**src/rtl/bg_pkg.sv**
```systemverilog
package bg_pkg;
   localparam int unsigned LIM_COUNT = 4;
   localparam int unsigned LIM_AW    = $clog2(LIM_COUNT);

   typedef enum logic [LIM_AW-1:0] {
      LIM_LINE_BEG = 2'd0,
      LIM_LINE_END = 2'd1,
      LIM_PIX_BEG  = 2'd2,
      LIM_PIX_END  = 2'd3
   } lim_sel_e;
endpackage

```
**src/rtl/bg_edge.sv**
```systemverilog
module bg_edge #(
   parameter bit RISING = 1'b1
) (
   input  logic clk,
   input  logic rst_n,
   input  logic sig_i,
   output logic pulse_o
);
   logic sig_q;

   always_ff @(posedge clk) begin
      if (!rst_n) sig_q <= 1'b0;
      else        sig_q <= sig_i;
   end

   generate
      if (RISING) begin : g_rise
         assign pulse_o = sig_i & ~sig_q;
      end else begin : g_fall
         assign pulse_o = ~sig_i & sig_q;
      end
   endgenerate
endmodule

```
**src/rtl/bg_sat_counter.sv**
```systemverilog
module bg_sat_counter #(
   parameter int unsigned W = 12
) (
   input  logic         clk,
   input  logic         rst_n,
   input  logic         clear_i,
   input  logic         inc_i,
   output logic [W-1:0] cnt_o
);
   localparam logic [W-1:0] TOP = {W{1'b1}};

   generate
      if (W < 2) begin : g_bad_width
         $error("bg_sat_counter: W must be at least 2");
      end
   endgenerate

   always_ff @(posedge clk) begin
      if (!rst_n)                     cnt_o <= '0;
      else if (clear_i)               cnt_o <= '0;
      else if (inc_i && cnt_o != TOP) cnt_o <= cnt_o + 1'b1;
   end
endmodule

```
**src/rtl/bg_range.sv**
```systemverilog
module bg_range #(
   parameter int unsigned W = 12
) (
   input  logic [W-1:0] val_i,
   input  logic [W-1:0] lo_i,
   input  logic [W-1:0] hi_i,
   output logic         inside_o
);
   assign inside_o = (val_i >= lo_i) && (val_i < hi_i);
endmodule

```
**src/rtl/bg_limits.sv**
```systemverilog
module bg_limits
   import bg_pkg::*;
#(
   parameter int unsigned        W     = 12,
   parameter logic [W-1:0]       RST_V = '0
) (
   input  logic                   clk,
   input  logic                   rst_n,
   input  logic                   wr_en_i,
   input  logic [LIM_AW-1:0]      wr_addr_i,
   input  logic [W-1:0]           wr_data_i,
   input  logic                   commit_i,
   output logic [LIM_COUNT*W-1:0] shd_flat_o,
   output logic [LIM_COUNT*W-1:0] act_flat_o
);
   generate
      for (genvar i = 0; i < LIM_COUNT; i++) begin : g_lim
         logic [W-1:0] shd_q;
         logic [W-1:0] act_q;

         always_ff @(posedge clk) begin
            if (!rst_n) begin
               shd_q <= RST_V;
               act_q <= RST_V;
            end else begin
               if (wr_en_i && wr_addr_i == LIM_AW'(i)) shd_q <= wr_data_i;
               if (commit_i)                          act_q <= shd_q;
            end
         end

         assign shd_flat_o[i*W +: W] = shd_q;
         assign act_flat_o[i*W +: W] = act_q;
      end
   endgenerate
endmodule

```
**src/rtl/blank_gen.sv**
```systemverilog
module blank_gen
   import bg_pkg::*;
#(
   parameter int unsigned CNT_W = 12
) (
   input  logic              clk,
   input  logic              rst_n,
   input  logic              vd_i,
   input  logic              hd_i,
   input  logic              wr_en_i,
   input  logic [1:0]        wr_addr_i,
   input  logic [CNT_W-1:0]  wr_data_i,
   output logic              blank_o
);
   localparam int unsigned FLAT_W = LIM_COUNT * CNT_W;

   generate
      if (CNT_W < 4 || CNT_W > 16) begin : g_bad_cnt
         $error("blank_gen: CNT_W out of supported range 4..16");
      end
      if (LIM_AW != 2) begin : g_bad_aw
         $error("blank_gen: limit address width must be 2");
      end
   endgenerate

   logic              vd_evt;
   logic              hd_fall;
   logic [CNT_W-1:0]  line_cnt;
   logic [CNT_W-1:0]  pix_cnt;
   logic [FLAT_W-1:0] shd_flat;
   logic [FLAT_W-1:0] act_flat;
   logic              v_inside;
   logic              h_inside;

   bg_edge #(.RISING(1'b1)) u_vd_edge (
      .clk(clk), .rst_n(rst_n), .sig_i(vd_i), .pulse_o(vd_evt)
   );

   bg_edge #(.RISING(1'b0)) u_hd_edge (
      .clk(clk), .rst_n(rst_n), .sig_i(hd_i), .pulse_o(hd_fall)
   );

   bg_sat_counter #(.W(CNT_W)) u_line_cnt (
      .clk(clk), .rst_n(rst_n), .clear_i(vd_evt), .inc_i(hd_fall), .cnt_o(line_cnt)
   );

   bg_sat_counter #(.W(CNT_W)) u_pix_cnt (
      .clk(clk), .rst_n(rst_n), .clear_i(hd_fall), .inc_i(1'b1), .cnt_o(pix_cnt)
   );

   bg_limits #(.W(CNT_W), .RST_V('0)) u_limits (
      .clk(clk), .rst_n(rst_n),
      .wr_en_i(wr_en_i), .wr_addr_i(wr_addr_i), .wr_data_i(wr_data_i),
      .commit_i(vd_evt),
      .shd_flat_o(shd_flat), .act_flat_o(act_flat)
   );

   bg_range #(.W(CNT_W)) u_v_range (
      .val_i(line_cnt),
      .lo_i(act_flat[LIM_LINE_BEG*CNT_W +: CNT_W]),
      .hi_i(act_flat[LIM_LINE_END*CNT_W +: CNT_W]),
      .inside_o(v_inside)
   );

   bg_range #(.W(CNT_W)) u_h_range (
      .val_i(pix_cnt),
      .lo_i(act_flat[LIM_PIX_BEG*CNT_W +: CNT_W]),
      .hi_i(act_flat[LIM_PIX_END*CNT_W +: CNT_W]),
      .inside_o(h_inside)
   );

   assign blank_o = ~(v_inside & h_inside);
endmodule

```
**config.mk**
```make
export PLATFORM = sky130hd
export DESIGN_NAME = blank_gen
export DESIGN_NICKNAME = d
export VERILOG_FILES = /design/src/rtl/bg_pkg.sv /design/src/rtl/bg_edge.sv /design/src/rtl/bg_sat_counter.sv /design/src/rtl/bg_range.sv /design/src/rtl/bg_limits.sv /design/src/rtl/blank_gen.sv
export SDC_FILE = /design/constraint.sdc
export NUM_CORES = 1
export LEC_CHECK = 0
export BUFFER_PORTS_ARGS = -buffer_cell sky130_fd_sc_hd__buf_2
export CAP_MARGIN = 20
export CORE_MARGIN = 8
export CORE_UTILIZATION = 40
export CTS_CLUSTER_DIAMETER = 100
export CTS_CLUSTER_SIZE = 28
export DETAILED_ROUTE_END_ITERATION = 8
export PLACE_DENSITY = 0.65
export SYNTH_ARGS = -nofsm -noshare
export SYNTH_HDL_FRONTEND = slang
export SYNTH_SLANG_ARGS = --single-unit
```
**constraint.sdc**
```tcl
create_clock -name clk -period 3.83 [get_ports clk]
set_input_delay 0.5745 -clock clk [delete_from_list [all_inputs] [get_ports clk]]
set_output_delay 0.5745 -clock clk [all_outputs]
set_load 0.01 [all_outputs]
```
==> results.md <==
- Status: finished, final reports clean
- Capture point of the worst reg-to-reg path: u_line_cnt.cnt_o[7]$_SDFFE_PP0P_
- Synth Instances: 698
- Worst r2r path cells: 6
- Synth warn: 0
- Total Routing Usage GR: 15.2%
- Final Max Tran Viols: 0
- Drt total wl: 13.7 mm
- Pleak: 2.45 nW
- Final non-filler cell total: 906
- Compound-gate portion of the synthesized area: 16.4%
- Clock sink total: 122
- CP startpoint kind: register
- Ports: 20
- WHS Path Cells: 2
- Yosys top cell area share: 41.9%
- Post-DP HPWL: 9.55 mm
- Initial core utilization: 40.6%
- Power Total: 3.17 mW
- EDFF count, synth: 0
- Via density: 5.07
- Area Overhead vs Synth: 14.8%
- Area of the multi-input gates: 3080 µm²
- Fin crit share: 77.8%
- Clock skew: 0.0101 ns
- Final Hold Viols: 0
- Area leader, netlist: dfxtp_1
- Critical path data required time: 3.26 ns
- Largest family of logic cells by synthesized area: simple AND/OR/NAND/NOR gates
- DRT iter0 DRCs: 295
- Seq/Total Area, Yosys: 41.9%
- Rel. slew slack: 40.5%
- Hold Path Class: in -> reg
- Vias in the first global route: 4,405
- Synthesized area: 5830 µm²
- Max Cap Viol: 0
- WL/cell: 15.1 µm
- Hold Buf Count CTS: 0
- Gpl congestion: 0.834
- Final instance area: 6690 µm²
- Placed cell count: 874
- First-pass GRT wire length: 22.5 mm
- Clk buf depth: 2
- Pwr dens: 473 nW/µm²
- Syn_nets: 765
- Core footprint: 14,400 µm²
- Initial antenna violation count: 0
- XOR/XNOR share of the synthesized area: 2.71%
- DIE AREA: 18,700 µm²
- HP Start: vd_i
- Final setup vio count: 0
- Remaining antenna violation count: 0
- Row count: 44
- Adder-cell area share of the yosys netlist: 10.3%
- Critical path data arrival time: 2.41 ns
- DP Area: 6060 µm²
- Post_cts resized: 0
- CTS Buf Count: 17
- Pin count of the biggest net entering global routing: 56
- Number of diodes: 0
- Nets: 776
- Clock root buffer: clkbuf_16
- Dominant cells by area after synthesis: dfxtp_1, nand2_1, a21boi_0, ha_1, inv_1
- Synth unique cells: 42
- Worst hold slack: 0.392 ns
- Fillers: 1,373
- Worst R2R Setup Slack: 1.94 ns
- Syn avg cell area: 8.35 µm²
- R2r startpoint: u_line_cnt.cnt_o[1]$_SDFFE_PP0P_
- Die height: 137 µm
- Async SR Flop Fraction: 0%
- Die extent in x: 137 µm
- Register area: 2440 µm²
- Postcts setup bufs: 0
- Most frequent cell after synthesis: nand2_1
- RSZ-0062 raised after global routing: false
- Post-synthesis mux area share: 2.23%
- Post-synth top cells: nand2_1, dfxtp_1, a21boi_0
- Worst Max-Slew Pin Slew: 0.890 ns
- Worst Setup Path Type: reg -> out
- Worst skew pair latency: 0.41 ns
- TNS Setup: 0 ns
- Synth Register Bits: 122
- Post-Synth Simple-Gate Area: 21.2%
- TritonCTS clock tree: built
- Number of remaining DRC errors: 0
- FMAX: 336 MHz
- Clock-pin slew on the worst setup and hold paths: 0.05 ns
- Vias: 4,593
- CP Capture Type: primary output
- DR pass1 iterations: 4
- Prevailing post-synth register cell: dfxtp_1
- Hold Path Sink: u_vd_edge.sig_q$_SDFF_PN0_
- Min Tclk post-route: 2.98 ns
- Layout cells sized above 1: 9.00%
- H-tree levels: 4
- CP max FO: 5
- Grt ovf: 0
- Max VDD drop: 0.302 mV
- Port buffer count: 19
## layout make-up
cell class                      count  share of cell area (%)
Clock buffer                       18                    6.42
Inverter                           47                    2.64
Tap cell                          184                    3.44
Timing Repair Buffer               24                    1.98
Sequential cell                   122                    36.5
Multi-Input combinational cell    497                    46.1
Clock inverter                     14                    2.94
## layout by cell type, fill, tap and decap left out, types with 17 or more instances in the layout
master / instances
buf_2: 19
ha_1: 48
nor2_1: 25
clkbuf_16: 17
inv_1: 47
a21boi_0: 85
a21oi_1: 22
dfxtp_1: 122
nand2_1: 189
## cell families (layout without fill, tap and decap cells)
group / count (synthesis) / in the layout
XOR/XNOR: 18 / 18
multiplexers: 13 / 13
flip-flops: 122 / 122
adder cells (fa/ha/maj): 48 / 48
AO/OA/AOI/OAI: 136 / 136
buffers and inverters: 79 / 103
AND/OR/NAND/NOR: 282 / 282
## state kept, by name, summed over array words and instances, names as in the netlist
| signal | flops |
|---|---|
| u_hd_edge.sig_q | 1 |
| u_vd_edge.sig_q | 1 |
| u_limits.g_lim.act_q | 48 |
| u_limits.g_lim.shd_q | 48 |
| u_pix_cnt.cnt_o | 12 |
| u_line_cnt.cnt_o | 12 |
## worst max path at each step
stage	startpoint	depth (start not counted)	slack (ns)	end
global route	u_pix_cnt.cnt_o[9]$_SDFFE_PP0P_	7	0.61	blank_o
floorplan	u_line_cnt.cnt_o[11]$_SDFFE_PP0P_	6	1.58	blank_o
finish	u_pix_cnt.cnt_o[9]$_SDFFE_PP0P_	7	0.85	blank_o
CTS	u_pix_cnt.cnt_o[9]$_SDFFE_PP0P_	7	0.82	blank_o
detailed placement	u_line_cnt.cnt_o[11]$_SDFFE_PP0P_	7	1.28	blank_o
global placement	u_line_cnt.cnt_o[11]$_SDFFE_PP0P_	7	1.29	blank_o
## stage by stage
| stage | utilization [%] | worst slack, ns |
|---|---|---|
| after floorplan | - | 1.58 |
| after global routing | 46.5 | 0.610 |
| after global placement | 42.2 | 1.29 |
| after detailed placement | 42.2 | 1.28 |
| final | 46.5 | 0.850 |
| after CTS | 46.5 | 0.823 |
## worst max-delay path: stages (launching register included)
cell and delay (ns):
dfxtp_1 0.43, ha_1 0.29, a211oi_1 0.23, o21ai_0 0.12, a311o_1 0.32, a2111oi_2 0.29
nand4_1 0.15, buf_2 0.17
## report_power, final
group | switching [mW] | total [mW] | internal [mW]
combinational | 0.108 | 0.172 | 0.0643
clock | 0.587 | 1.68 | 1.09
sequential | 0.0181 | 1.32 | 1.30
## routing by layer
metal / vias up / wire length, µm / track usage (%)
met3: 24 / 440 / 3.19
met5: - / 0 / 0
met2: 91 / 6300 / 24.0
met4: 0 / 274 / 5.92
li1: 2350 / - / -
met1: 2128 / 6640 / 19.9
Note: power is estimated with default switching activity, not from simulation.
